### config.mk
export PLATFORM = sky130hd
export DESIGN_NAME = irq_boundary_ctrl
export DESIGN_NICKNAME = d
export VERILOG_FILES = /design/src/rtl/irq_gate_pkg.sv /design/src/rtl/irq_en_ctl.sv /design/src/rtl/irq_take_fsm.sv /design/src/rtl/irq_boundary_ctrl.sv
export SDC_FILE = /design/constraint.sdc
export NUM_CORES = 1
export LEC_CHECK = 0
export CORE_MARGIN = 4
export CORE_UTILIZATION = 34
export CTS_CLUSTER_SIZE = 14
export DETAILED_ROUTE_END_ITERATION = 6
export GPL_TIMING_DRIVEN = 0
export PLACE_DENSITY_LB_ADDON = 0.3
export SYNTH_ARGS = -nofsm -noshare
export SYNTH_HDL_FRONTEND = slang
export SYNTH_SLANG_ARGS = --single-unit
### constraint.sdc
create_clock -name clk -period 1.4 [get_ports clk]
set_input_delay 0.42 -clock clk [delete_from_list [all_inputs] [get_ports clk]]
set_output_delay 0.42 -clock clk [all_outputs]
set_load 0.05 [all_outputs]
### src/rtl/irq_gate_pkg.sv
package irq_gate_pkg;
   typedef enum logic [1:0] {
      ST_IDLE = 2'd0,
      ST_PUSH = 2'd1,
      ST_VEC  = 2'd2
   } take_st_e;

   localparam logic [1:0] JM_KEEP = 2'b00;
   localparam logic [1:0] JM_ON   = 2'b01;
   localparam logic [1:0] JM_OFF  = 2'b10;
   localparam logic [1:0] JM_RSVD = 2'b11;
endpackage

### src/rtl/irq_en_ctl.sv
module irq_en_ctl
   import irq_gate_pkg::*;
#(
   parameter int MODE_W = 2
) (
   input  logic              clk,
   input  logic              rst_n,
   input  logic              jmp_vld,
   input  logic [MODE_W-1:0] jmp_mode,
   output logic              en,
   output logic              rsvd
);
   initial begin
      if (MODE_W != 2) $error("irq_en_ctl: MODE_W must be 2");
   end

   logic en_d;

   always_comb begin
      en_d = en;
      if (jmp_vld) begin
         case (jmp_mode)
            JM_ON:   en_d = 1'b1;
            JM_OFF:  en_d = 1'b0;
            default: en_d = en;
         endcase
      end
   end

   always_ff @(posedge clk or negedge rst_n) begin
      if (!rst_n) begin
         en   <= 1'b0;
         rsvd <= 1'b0;
      end else begin
         en   <= en_d;
         rsvd <= jmp_vld && (jmp_mode == JM_RSVD);
      end
   end

   assert_rsvd_keeps_en_R3: assert property (@(posedge clk) disable iff (!rst_n)
      (jmp_vld && jmp_mode == JM_RSVD) |=> (rsvd && en == $past(en)));

   assert_set_clear_R2: assert property (@(posedge clk) disable iff (!rst_n)
      (jmp_vld && jmp_mode == JM_ON) |=> en);

   assert_clear_R2: assert property (@(posedge clk) disable iff (!rst_n)
      (jmp_vld && jmp_mode == JM_OFF) |=> !en);
endmodule

### src/rtl/irq_take_fsm.sv
module irq_take_fsm
   import irq_gate_pkg::*;
#(
   parameter int PC_W        = 16,
   parameter bit VEC_CAPTURE = 1'b1
) (
   input  logic            clk,
   input  logic            rst_n,
   input  logic            take,
   input  logic [PC_W-1:0] pc_in,
   input  logic [PC_W-1:0] vec_in,
   input  logic            stk_rdy,
   input  logic            ld_rdy,
   output logic            stk_vld,
   output logic [PC_W-1:0] stk_data,
   output logic            ld_vld,
   output logic [PC_W-1:0] ld_addr,
   output logic            ack,
   output logic            idle
);
   take_st_e        st_q, st_d;
   logic [PC_W-1:0] pc_q;

   always_comb begin
      st_d = st_q;
      case (st_q)
         ST_IDLE: if (take)    st_d = ST_PUSH;
         ST_PUSH: if (stk_rdy) st_d = ST_VEC;
         ST_VEC:  if (ld_rdy)  st_d = ST_IDLE;
         default:              st_d = ST_IDLE;
      endcase
   end

   always_ff @(posedge clk or negedge rst_n) begin
      if (!rst_n) begin
         st_q <= ST_IDLE;
         pc_q <= '0;
      end else begin
         st_q <= st_d;
         if (st_q == ST_IDLE && take) pc_q <= pc_in;
      end
   end

   generate
      if (VEC_CAPTURE) begin : g_vec_reg
         logic [PC_W-1:0] vec_q;
         always_ff @(posedge clk or negedge rst_n) begin
            if (!rst_n)                      vec_q <= '0;
            else if (st_q == ST_PUSH && stk_rdy) vec_q <= vec_in;
         end
         assign ld_addr = vec_q;
      end else begin : g_vec_thru
         assign ld_addr = vec_in;
      end
   endgenerate

   assign idle     = (st_q == ST_IDLE);
   assign stk_vld  = (st_q == ST_PUSH);
   assign stk_data = pc_q;
   assign ld_vld   = (st_q == ST_VEC);
   assign ack      = ld_vld && ld_rdy;

   assert_push_hold_R6: assert property (@(posedge clk) disable iff (!rst_n)
      (stk_vld && !stk_rdy) |=> (stk_vld && $stable(stk_data)));

   assert_push_to_vec_R7: assert property (@(posedge clk) disable iff (!rst_n)
      (stk_vld && stk_rdy) |=> ld_vld);

   assert_load_hold_R7: assert property (@(posedge clk) disable iff (!rst_n)
      (ld_vld && !ld_rdy) |=> ld_vld);

   assert_ack_then_idle_R9: assert property (@(posedge clk) disable iff (!rst_n)
      ack |=> (idle && !stk_vld && !ld_vld));

   assert_one_req_R9: assert property (@(posedge clk) disable iff (!rst_n)
      $onehot0({stk_vld, ld_vld}));
endmodule

### src/rtl/irq_boundary_ctrl.sv
module irq_boundary_ctrl
   import irq_gate_pkg::*;
#(
   parameter int PC_W        = 16,
   parameter int MODE_W      = 2,
   parameter bit VEC_CAPTURE = 1'b1
) (
   input  logic              clk,
   input  logic              rst_n,
   input  logic              insn_done,
   input  logic              insn_intok,
   input  logic              jmp_vld,
   input  logic [MODE_W-1:0] jmp_mode,
   input  logic              irq_req,
   input  logic [PC_W-1:0]   pc_in,
   input  logic [PC_W-1:0]   vec_in,
   output logic              stk_wr_vld,
   output logic [PC_W-1:0]   stk_wr_data,
   input  logic              stk_wr_rdy,
   output logic              pc_ld_vld,
   output logic [PC_W-1:0]   pc_ld_addr,
   input  logic              pc_ld_rdy,
   output logic              irq_ack,
   output logic              irq_en,
   output logic              rsvd_mode,
   output logic              irq_busy
);
   initial begin
      if (PC_W < 2 || PC_W > 64) $error("irq_boundary_ctrl: PC_W out of range");
   end

   logic idle;
   logic boundary_ok;
   logic take;

   assign boundary_ok = insn_done && insn_intok;
   assign take        = boundary_ok && irq_en && irq_req && idle;
   assign irq_busy    = !idle;

   irq_en_ctl #(.MODE_W(MODE_W)) u_en (
      .clk      (clk),
      .rst_n    (rst_n),
      .jmp_vld  (jmp_vld),
      .jmp_mode (jmp_mode),
      .en       (irq_en),
      .rsvd     (rsvd_mode)
   );

   irq_take_fsm #(.PC_W(PC_W), .VEC_CAPTURE(VEC_CAPTURE)) u_fsm (
      .clk      (clk),
      .rst_n    (rst_n),
      .take     (take),
      .pc_in    (pc_in),
      .vec_in   (vec_in),
      .stk_rdy  (stk_wr_rdy),
      .ld_rdy   (pc_ld_rdy),
      .stk_vld  (stk_wr_vld),
      .stk_data (stk_wr_data),
      .ld_vld   (pc_ld_vld),
      .ld_addr  (pc_ld_addr),
      .ack      (irq_ack),
      .idle     (idle)
   );

   assert_masked_boundary_R4: assert property (@(posedge clk) disable iff (!rst_n)
      (idle && insn_done && !insn_intok) |=> !stk_wr_vld);

   assert_need_enable_R10: assert property (@(posedge clk) disable iff (!rst_n)
      (idle && !irq_en) |=> !stk_wr_vld);

   assert_busy_no_restart_R9: assert property (@(posedge clk) disable iff (!rst_n)
      (pc_ld_vld && !pc_ld_rdy) |=> !stk_wr_vld);
endmodule

==> impl_metrics.ini <==
[run_status]
status = finished with violations
violations = setup timing

[sta]
tightest_slew_ps = 802
timing.final.crit_share_pct = 123
fin_skew_ps = 6.83
hold_ws_ps = 220
slew_violations = 0
rsz0062_at_grt = true
hold_viol = 0
setup_violations = 36
tns_ps = -4510
period_minus_slack_ps = 1730
max_slew_margin_pct = 46.5
clock.fmax_mhz = 580
final.setup.worst_slack_ps = -325

[final_layout]
fin_nets = 228
antenna_cells = 0
final_cell_mix = clkdlybuf4s50_1 (37), buf_2 (35), dfrtp_1 (35)
final_util_pct = 61.3
syn_to_final_growth_pct = 71.2
stdcell_count = 235
drive_gt1_share_pct = 53.0
stdcell_area_um2 = 2510
layout_commonest_cell = clkdlybuf4s50_1

[critical_path]
crit_path_start_kind = flip-flop
worstSetupEndpointType = output pin
crit_start = u_fsm.st_q[0]$_DFFE_PN0P_
r2r_cells = 6
r2r-end = u_fsm.ld_addr[14]$_DFFE_PN0P_
r2r-start = u_fsm.st_q[1]$_DFFE_PN0P_
cp.arrival_ps = 1310
worst_ep_required_time_ps = 980
crit_type = flip-flop to output pin
r2r_slack_ps = -130
crit_fanout = 2
cp-endpoint = irq_ack

[synth]
synth_top_area_cell = dfrtp_1
synth_top_area_share_pct = 61.5
syn_area_per_cell_um2 = 16.6
syn_inst = 88
synthDistinctLibCells = 18
synth_nets = 132
syn-cell-area_um2 = 1460
synth_seq_cells = 36
yosys_warnings = 0
synth_area_leaders = dfrtp_1 (62%), mux2_2 (18%), mux2_4 (9.2%)
synth-seq-area-share_pct = 61.5

[place]
io_buffers = 79
dp.cells = 217
place_area_um2 = 2320
gp_congestion = 0.759
dp_hpwl_um = 2700

[die]
core_area_um2 = 4090
die_w_um = 73.6
start_util_pct = 35.8
die_h_um = 73.6
num_io_pins = 80
rows = 23
design.die.area_um2 = 5420

[pwr]
vdd_ir_drop_max_uv = 1010
powerDensity_nw_per_um2 = 2240
leakage_nw = 1.25

[clocking]
cts_tree = built
cts_sinks = 36
clk_pin_slew_worst_paths_ps = 80
clockRootBuffer = clkbuf_8
insertion_delay_ps = 290
htreeDepth = 2
clk_path_buf_depth = 2
cts_buffers = 5
hold_buffers = 0

[route]
wl_per_cell_um = 16.5
via_count = 1082
via_per_inst = 4.60
drcViolationCount = 0
drtPass1Iterations = 4
dr.first_iter.drc_count = 40
antenna_left = 0
finalWirelength_um = 3890

[global_route]
antenna_found_initial = 0
grt_start_max_net_pins = 37
overflow = 0
grt_pass1_wl_um = 5800
grt_pass1_vias = 1201
grt_usage_pct = 14.8

[worst_hold_path]
holdCritPathClass = primary input to asynchronous set/reset pin

[job]
max_cap_violations = 0
==> layer usage <==
metal	vias up	global-route usage [%]	wire length, um
li1	497	-	-
met1	534	15.4	1450
met2	46	26.6	2070
met3	5	5.06	318
met4	0	6.64	52
met5	-	0	0
==> worst min path at each step <==
stage | depth (start not counted) | to | slack [ps] | start
6_report | 1 | u_fsm.stk_data[15]$_DFFE_PN0P_ | 220 | rst_n
4_1_cts | 1 | u_fsm.stk_data[14]$_DFFE_PN0P_ | 250 | rst_n
2_1_floorplan | 0 | u_en.en$_DFFE_PN0P_ | 120 | rst_n
5_1_grt | 1 | u_fsm.stk_data[9]$_DFFE_PN0P_ | 290 | rst_n
3_5_place_dp | 2 | u_en.en$_DFFE_PN0P_ | 490 | u_en.en$_DFFE_PN0P_
3_3_place_gp | 1 | u_fsm.ld_addr[3]$_DFFE_PN0P_ | 490 | u_fsm.ld_addr[3]$_DFFE_PN0P_
==> timing repair <==
action | in CTS | in global routing
pin swaps | 4 | 2
resized for setup | 231 | 5
gates cloned | 2 | 0
endpoints found under the setup margin | 56 | 37
buffers inserted | 7 | 2
==> per-stage QoR <==
| step | setup slack [ps] | power (mW) |
|---|---|---|
| 2_1_floorplan | -140 | 3.75 |
| 3_3_place_gp | -927 | 4.85 |
| 3_5_place_dp | -858 | 4.91 |
| 4_1_cts | -319 | 5.66 |
| 5_1_grt | -371 | 5.83 |
| 6_report | -325 | 5.61 |
==> synth_stat cells (all sizes together) <==
| master | n |
|---|---|
| nand2 | 2 |
| or2b | 1 |
| and2 | 2 |
| mux2 | 32 |
| nand4 | 1 |
| dfrtp | 36 |
| buf | 1 |
| and2b | 1 |
| or2 | 1 |
| clkbuf | 1 |
| inv | 3 |
| nor2 | 1 |
| o21ai | 2 |
| ha | 2 |
| nand2b | 1 |
| a21o | 1 |
==> report_power, final <==
group / switching, mW / internal (mW)
sequential: 0.220 / 1.47
combinational: 2.00 / 1.02
clock: 0.370 / 0.528
total: 2.59 / 3.02
==> kinds of logic (layout without fill, tap and decap cells) <==
kind of cell	after synthesis	after routing	synth area share [%]
flip-flops	36	36	61.5
multiplexers	32	32	26.9
AND/OR/NAND/NOR	10	10	5.81
buffers and inverters	5	102	2.73
AO/OA/AOI/OAI	3	3	1.28
adder cells (fa/ha/maj)	2	2	1.71
==> cell type report <==
cell class                 instances  area [um^2]
tap                               50         62.6
inverter                           3         15.0
fill                             341         1580
sequential                        36          902
timing repair buffer              90          776
clock inverter                     2         35.0
multi-input combinational         47          618
buffer                             1         25.0
clock buffer                       6         72.6
==> state kept, by name, summed over array words and instances, names as in the netlist <==
name / cells
u_en.en: 1
u_en.rsvd: 1
u_fsm.stk_data: 16
u_fsm.st_q: 2
u_fsm.ld_addr: 16
==> worst max-delay path, cell delays in order, from the launching register on <==
cell,delay (ps)
dfrtp_1,380
or2b_1,270
clkinvlp_4,80
and2_4,140
buf_8,140
Note: power is estimated with default switching activity, not from simulation.
